## src/rtl/extint_pkg.sv

```systemverilog
package extint_pkg;
  typedef enum logic [1:0] {
    SEL_DIR    = 2'd0,
    SEL_DOUT   = 2'd1,
    SEL_IRQCFG = 2'd2,
    SEL_GLOBAL = 2'd3
  } cfg_sel_e;

  localparam int unsigned SYNC_DEPTH = 2;
endpackage

```

## src/rtl/extint_cfg_regs.sv

```systemverilog
module extint_cfg_regs
  import extint_pkg::*;
#(
  parameter int unsigned NUM_PINS = 4,
  parameter int unsigned NUM_INT  = 2
) (
  input  logic                clk,
  input  logic                rst_n,
  input  logic                wr,
  input  logic [1:0]          sel,
  input  logic [NUM_PINS-1:0] wdata,
  output logic [NUM_PINS-1:0] dir_q,
  output logic [NUM_PINS-1:0] dout_q,
  output logic [NUM_INT-1:0]  ien_q,
  output logic [NUM_INT-1:0]  esel_q,
  output logic                glb_q
);
  localparam int unsigned ESEL_LO = NUM_INT;
  localparam int unsigned ESEL_HI = 2 * NUM_INT - 1;

  cfg_sel_e sel_e;
  assign sel_e = cfg_sel_e'(sel);

  always_ff @(posedge clk or negedge rst_n) begin
    if (!rst_n) begin
      dir_q  <= '0;
      dout_q <= '0;
      ien_q  <= '0;
      esel_q <= '0;
      glb_q  <= 1'b0;
    end else if (wr) begin
      case (sel_e)
        SEL_DIR:    dir_q  <= wdata;
        SEL_DOUT:   dout_q <= wdata;
        SEL_IRQCFG: begin
          ien_q  <= wdata[NUM_INT-1:0];
          esel_q <= wdata[ESEL_HI:ESEL_LO];
        end
        SEL_GLOBAL: glb_q  <= wdata[0];
        default:    glb_q  <= glb_q;
      endcase
    end
  end
endmodule

```

## src/rtl/extint_sync_edge.sv

```systemverilog
module extint_sync_edge #(
  parameter int unsigned STAGES = 2
) (
  input  logic clk,
  input  logic rst_n,
  input  logic hold,
  input  logic din,
  output logic level,
  output logic rise,
  output logic fall
);
  logic [STAGES-1:0] chain_q;
  logic              prev_q;

  always_ff @(posedge clk or negedge rst_n) begin
    if (!rst_n) begin
      chain_q <= '0;
      prev_q  <= 1'b0;
    end else if (!hold) begin
      chain_q <= {chain_q[STAGES-2:0], din};
      prev_q  <= chain_q[STAGES-1];
    end
  end

  assign level = chain_q[STAGES-1];
  assign rise  = level & ~prev_q;
  assign fall  = ~level & prev_q;
endmodule

```

## src/rtl/extint_pend.sv

```systemverilog
module extint_pend #(
  parameter int unsigned NUM_INT = 2
) (
  input  logic               clk,
  input  logic               rst_n,
  input  logic               stop,
  input  logic               glb_en,
  input  logic [NUM_INT-1:0] ien,
  input  logic [NUM_INT-1:0] esel,
  input  logic [NUM_INT-1:0] rise,
  input  logic [NUM_INT-1:0] fall,
  input  logic [NUM_INT-1:0] clr,
  output logic [NUM_INT-1:0] pend_q,
  output logic               req
);
  logic [NUM_INT-1:0] hit;

  for (genvar i = 0; i < NUM_INT; i++) begin : g_hit
    assign hit[i] = (esel[i] ? fall[i] : rise[i]) & ien[i] & ~stop;
  end

  always_ff @(posedge clk or negedge rst_n) begin
    if (!rst_n) pend_q <= '0;
    else        pend_q <= hit | (pend_q & ~clr);
  end

  assign req = glb_en & (|pend_q);
endmodule

```

## src/rtl/extint_port.sv

```systemverilog
module extint_port
  import extint_pkg::*;
#(
  parameter int unsigned NUM_PINS = 4,
  parameter int unsigned NUM_INT  = 2
) (
  input  logic                clk,
  input  logic                rst_n,
  input  logic                clk_stop,
  input  logic                cfg_wr,
  input  logic [1:0]          cfg_sel,
  input  logic [NUM_PINS-1:0] cfg_wdata,
  input  logic [NUM_INT-1:0]  pend_clr,
  input  logic [NUM_PINS-1:0] pad_in,
  output logic [NUM_PINS-1:0] pad_out,
  output logic [NUM_PINS-1:0] pad_oe,
  output logic [NUM_PINS-1:0] pin_level,
  output logic [NUM_INT-1:0]  int_pend,
  output logic                int_req
);
  logic [NUM_PINS-1:0] dir_q, dout_q;
  logic [NUM_INT-1:0]  ien_q, esel_q;
  logic                glb_q;
  logic [NUM_PINS-1:0] lvl, rise, fall;

  extint_cfg_regs #(.NUM_PINS(NUM_PINS), .NUM_INT(NUM_INT)) u_cfg (
    .clk(clk), .rst_n(rst_n), .wr(cfg_wr), .sel(cfg_sel), .wdata(cfg_wdata),
    .dir_q(dir_q), .dout_q(dout_q), .ien_q(ien_q), .esel_q(esel_q), .glb_q(glb_q)
  );

  for (genvar i = 0; i < NUM_PINS; i++) begin : g_pin
    extint_sync_edge #(.STAGES(SYNC_DEPTH)) u_sync (
      .clk(clk), .rst_n(rst_n), .hold(clk_stop), .din(pad_in[i]),
      .level(lvl[i]), .rise(rise[i]), .fall(fall[i])
    );
    assign pin_level[i] = lvl[i] & ~clk_stop;
    assign pad_out[i]   = dout_q[i];
    if (i < NUM_INT) begin : g_irq
      assign pad_oe[i] = dir_q[i] & ~ien_q[i] & ~clk_stop;
    end else begin : g_plain
      assign pad_oe[i] = dir_q[i] & ~clk_stop;
    end
  end

  extint_pend #(.NUM_INT(NUM_INT)) u_pend (
    .clk(clk), .rst_n(rst_n), .stop(clk_stop), .glb_en(glb_q),
    .ien(ien_q), .esel(esel_q),
    .rise(rise[NUM_INT-1:0]), .fall(fall[NUM_INT-1:0]),
    .clr(pend_clr), .pend_q(int_pend), .req(int_req)
  );
endmodule

```

## config.mk

```make
export PLATFORM = sky130hd
export DESIGN_NAME = extint_port
export DESIGN_NICKNAME = d
export VERILOG_FILES = /design/src/rtl/extint_pkg.sv /design/src/rtl/extint_cfg_regs.sv /design/src/rtl/extint_sync_edge.sv /design/src/rtl/extint_pend.sv /design/src/rtl/extint_port.sv
export SDC_FILE = /design/constraint.sdc
export NUM_CORES = 1
export LEC_CHECK = 0
export ABC_AREA = 1
export BUFFER_PORTS_ARGS = -buffer_cell sky130_fd_sc_hd__buf_4
export CAP_MARGIN = 15
export CORE_ASPECT_RATIO = 1.2
export CORE_MARGIN = 2
export CORE_UTILIZATION = 53
export DETAILED_ROUTE_END_ITERATION = 10
export GPL_ROUTABILITY_DRIVEN = 0
export PLACE_DENSITY = 0.81
export SKIP_LAST_GASP = 1
export SYNTH_ARGS = -nofsm -noshare
export SYNTH_HDL_FRONTEND = slang
export SYNTH_HIERARCHICAL = 1
export SYNTH_SLANG_ARGS = --single-unit
```

## constraint.sdc

```tcl
create_clock -name clk -period 1.08 [get_ports clk]
set_input_delay 0.162 -clock clk [delete_from_list [all_inputs] [get_ports clk]]
set_output_delay 0.162 -clock clk [all_outputs]
set_load 0.05 [all_outputs]
```

==> summary.md <==
| Metric | Value |
|---|---|
| Status | `finished with violations` |
| Failing checks | `negative setup slack` |
| Commonest non-fill, non-tap cell in the layout | `nand2_1` |
| Chip Width | `48.3 um` |
| WL met1 | `1010 um` |
| Synthesis-to-finish area growth | `38.3%` |
| Actual slew at the worst max-slew pin | `0.312 ns` |
| Final Hold Fails | `0` |
| Detailed router's first-iteration violation count | `13` |
| TritonCTS clock tree | `yes` |
| Worst Setup Start Kind | `flip-flop` |
| Via count | `1121` |
| Leak Pwr | `0.990 nW` |
| Tmin final | `1.25 ns` |
| Crit Path Max Fanout | `2` |
| CP max-delay cell | `dfrtp_1` |
| Via density | `4.67` |
| Cells after Synth | `159` |
| Critical Path RT | `0.92 ns` |
| Setup violators final | `11` |
| Final net count | `226` |
| Worst setup margin | `-0.171 ns` |
| Port-buffer cells | `30` |
| Row count | `19` |
| Total grt overflow | `0` |
| Hpwl dp | `1740 um` |
| Net Count, Synth | `175` |
| Largest net degree at the start of global routing | `26` |
| Crit path DAT | `1.09 ns` |
| CP endpoint kind | `output pin` |
| Drt total wl | `2610 um` |
| Post-Syn Area per Cell | `7.85 um^2` |
| Core Box Area | `2260 um^2` |
| Critical Path, Cell by Cell | `o21a_2 -> buf_6` |
| Root Buffer | `clkbuf_4` |
| Syn Std Cell Area | `1250 um^2` |
| Most frequent cells in the layout | `nand2_1, buf_4, dfrtp_1` |
| Skew-Pair Late Insertion Delay | `0.31 ns` |
| Max Used Layer | `met4` |
| Clk buf depth | `2` |
| VDD IR max | `1.05 mV` |
| Hold WC Path Type | `input pin to flip-flop` |
| I/O pins | `31` |
| Max-cap violations | `0` |
| Final Max Slew Viols | `0` |
| Share of layout cells above drive strength 1 | `0.344` |
| Antenna diode count | `0` |
| Die Area | `2760 um^2` |
| Clock transition at the registers of the reported paths | `0.13 ns` |
| Inst Count DP | `215` |
| Synth Warn # | `6` |
| CP peak stage delay | `0.41 ns` |
| First-pass DRT Iterations | `5` |
| Clk sinks | `25` |
| Chip height | `57.2 um` |
| RSZ-0062 raised after global routing | `yes` |
| Fin cells | `240` |
| Starting Density | `0.553` |
| CP Class | `flip-flop to output pin` |
| Met2 WL | `1480 um` |
| TritonCTS buffer count | `3` |
| Met3 WL | `75 um` |
| # DRC | `0` |
| Final clock period utilization by the worst path | `1.16` |
| Clk_skew | `0.000672 ns` |
| Gr usage total | `0.204` |
| Vias in the first global route | `1047` |
| Remaining antenna violation count after routing | `0` |
| Routed len/inst | `10.9 um` |
| Pwr dens | `1430 nW/um^2` |
| First-pass GRT wire length | `4370 um` |
| Setup tns final | `-1.07 ns` |
| FMAX | `799 MHz` |
| Slew HR | `0.792` |
| Antenna violations before repair | `0` |
| H-tree Lvls | `1` |
path summary, 6_finish.rpt:
check | startpoint | end | slack (ns) | cells past startpoint
max reg2reg | g_pin[1].u_sync/chain_q[1] | u_pend/pend_q[1] | 0.03 | 8
min | pad_in[0] | g_pin[0].u_sync/chain_q[0] | 0.04 | 3
max | u_pend/pend_q[0] | int_req | -0.17 | 2
max in group asynchronous | rst_n | u_pend/pend_q[1] | 0.57 | 2
min reg2reg | g_pin[3].u_sync/chain_q[0] | g_pin[3].u_sync/chain_q[1] | 0.49 | 2
min in group asynchronous | rst_n | g_pin[0].u_sync/chain_q[1] | 0.27 | 2
routing by layer:
layer	track usage	vias to the layer above
met3	0.0262	4
met4	0.0857	0
met5	0	-
met1	0.230	510
li1	-	585
met2	0.387	22
through the flow:
step                total power, mW  hold slack [ns]  worst slack (ns)  instance area [um^2]  utilization
global route                   2.62           0.0417            -0.244                  1730        0.765
CTS                            2.36           0.0331            -0.167                  1630        0.721
global placement               1.83           0.0733             0.169                  1470        0.650
floorplan                      1.64           -0.134           -0.0836                  1270            -
finish                         2.46           0.0398            -0.171                  1730        0.765
detailed placement             1.85           0.0784             0.154                  1470        0.650
sequential cells by signal, indices dropped and copies added, names as in the netlist:
| register | flops |
|---|---|
| g_pin.u_sync/chain_q | 8 |
| g_pin.u_sync/prev_q | 2 |
| u_cfg/dir_q | 4 |
| u_cfg/dout_q | 4 |
| u_cfg/esel_q | 2 |
| u_cfg/glb_q | 1 |
| u_cfg/ien_q | 2 |
| u_pend/pend_q | 2 |
report_power, final:
group	switching [mW]	total [mW]	leakage (nW)	internal [mW]
registers	0.0816	1.14	0.314	1.06
logic	0.518	0.917	0.661	0.399
clock network	0.260	0.404	0.0150	0.144
worst max-delay path: cells and delay by family (launching register included):
| family | cells | cell delay [ns] |
|---|---|---|
| flip-flops | 1 | 0.41 |
| buffers and inverters | 1 | 0.15 |
| AO/OA/AOI/OAI | 1 | 0.22 |
timing repair:
item / CTS / global route
pin swaps: 3 / 0
endpoints found under the setup margin: 11 / 15
gates resized for setup: 13 / 6
hold endpoints to repair: 25 / 0
setup buffers: 10 / 10
hold buffers: 1 / 0
area by class of cell:
| cell class | count | area [um^2] |
|---|---|---|
| clock buffers | 4 | 26.3 |
| fillers | 171 | 532 |
| multi-input cells | 101 | 472 |
| inverters | 28 | 108 |
| repair buffers | 51 | 457 |
| flip-flops and latches | 25 | 626 |
| well taps | 31 | 38.8 |
(Power assumes the default switching activity.)
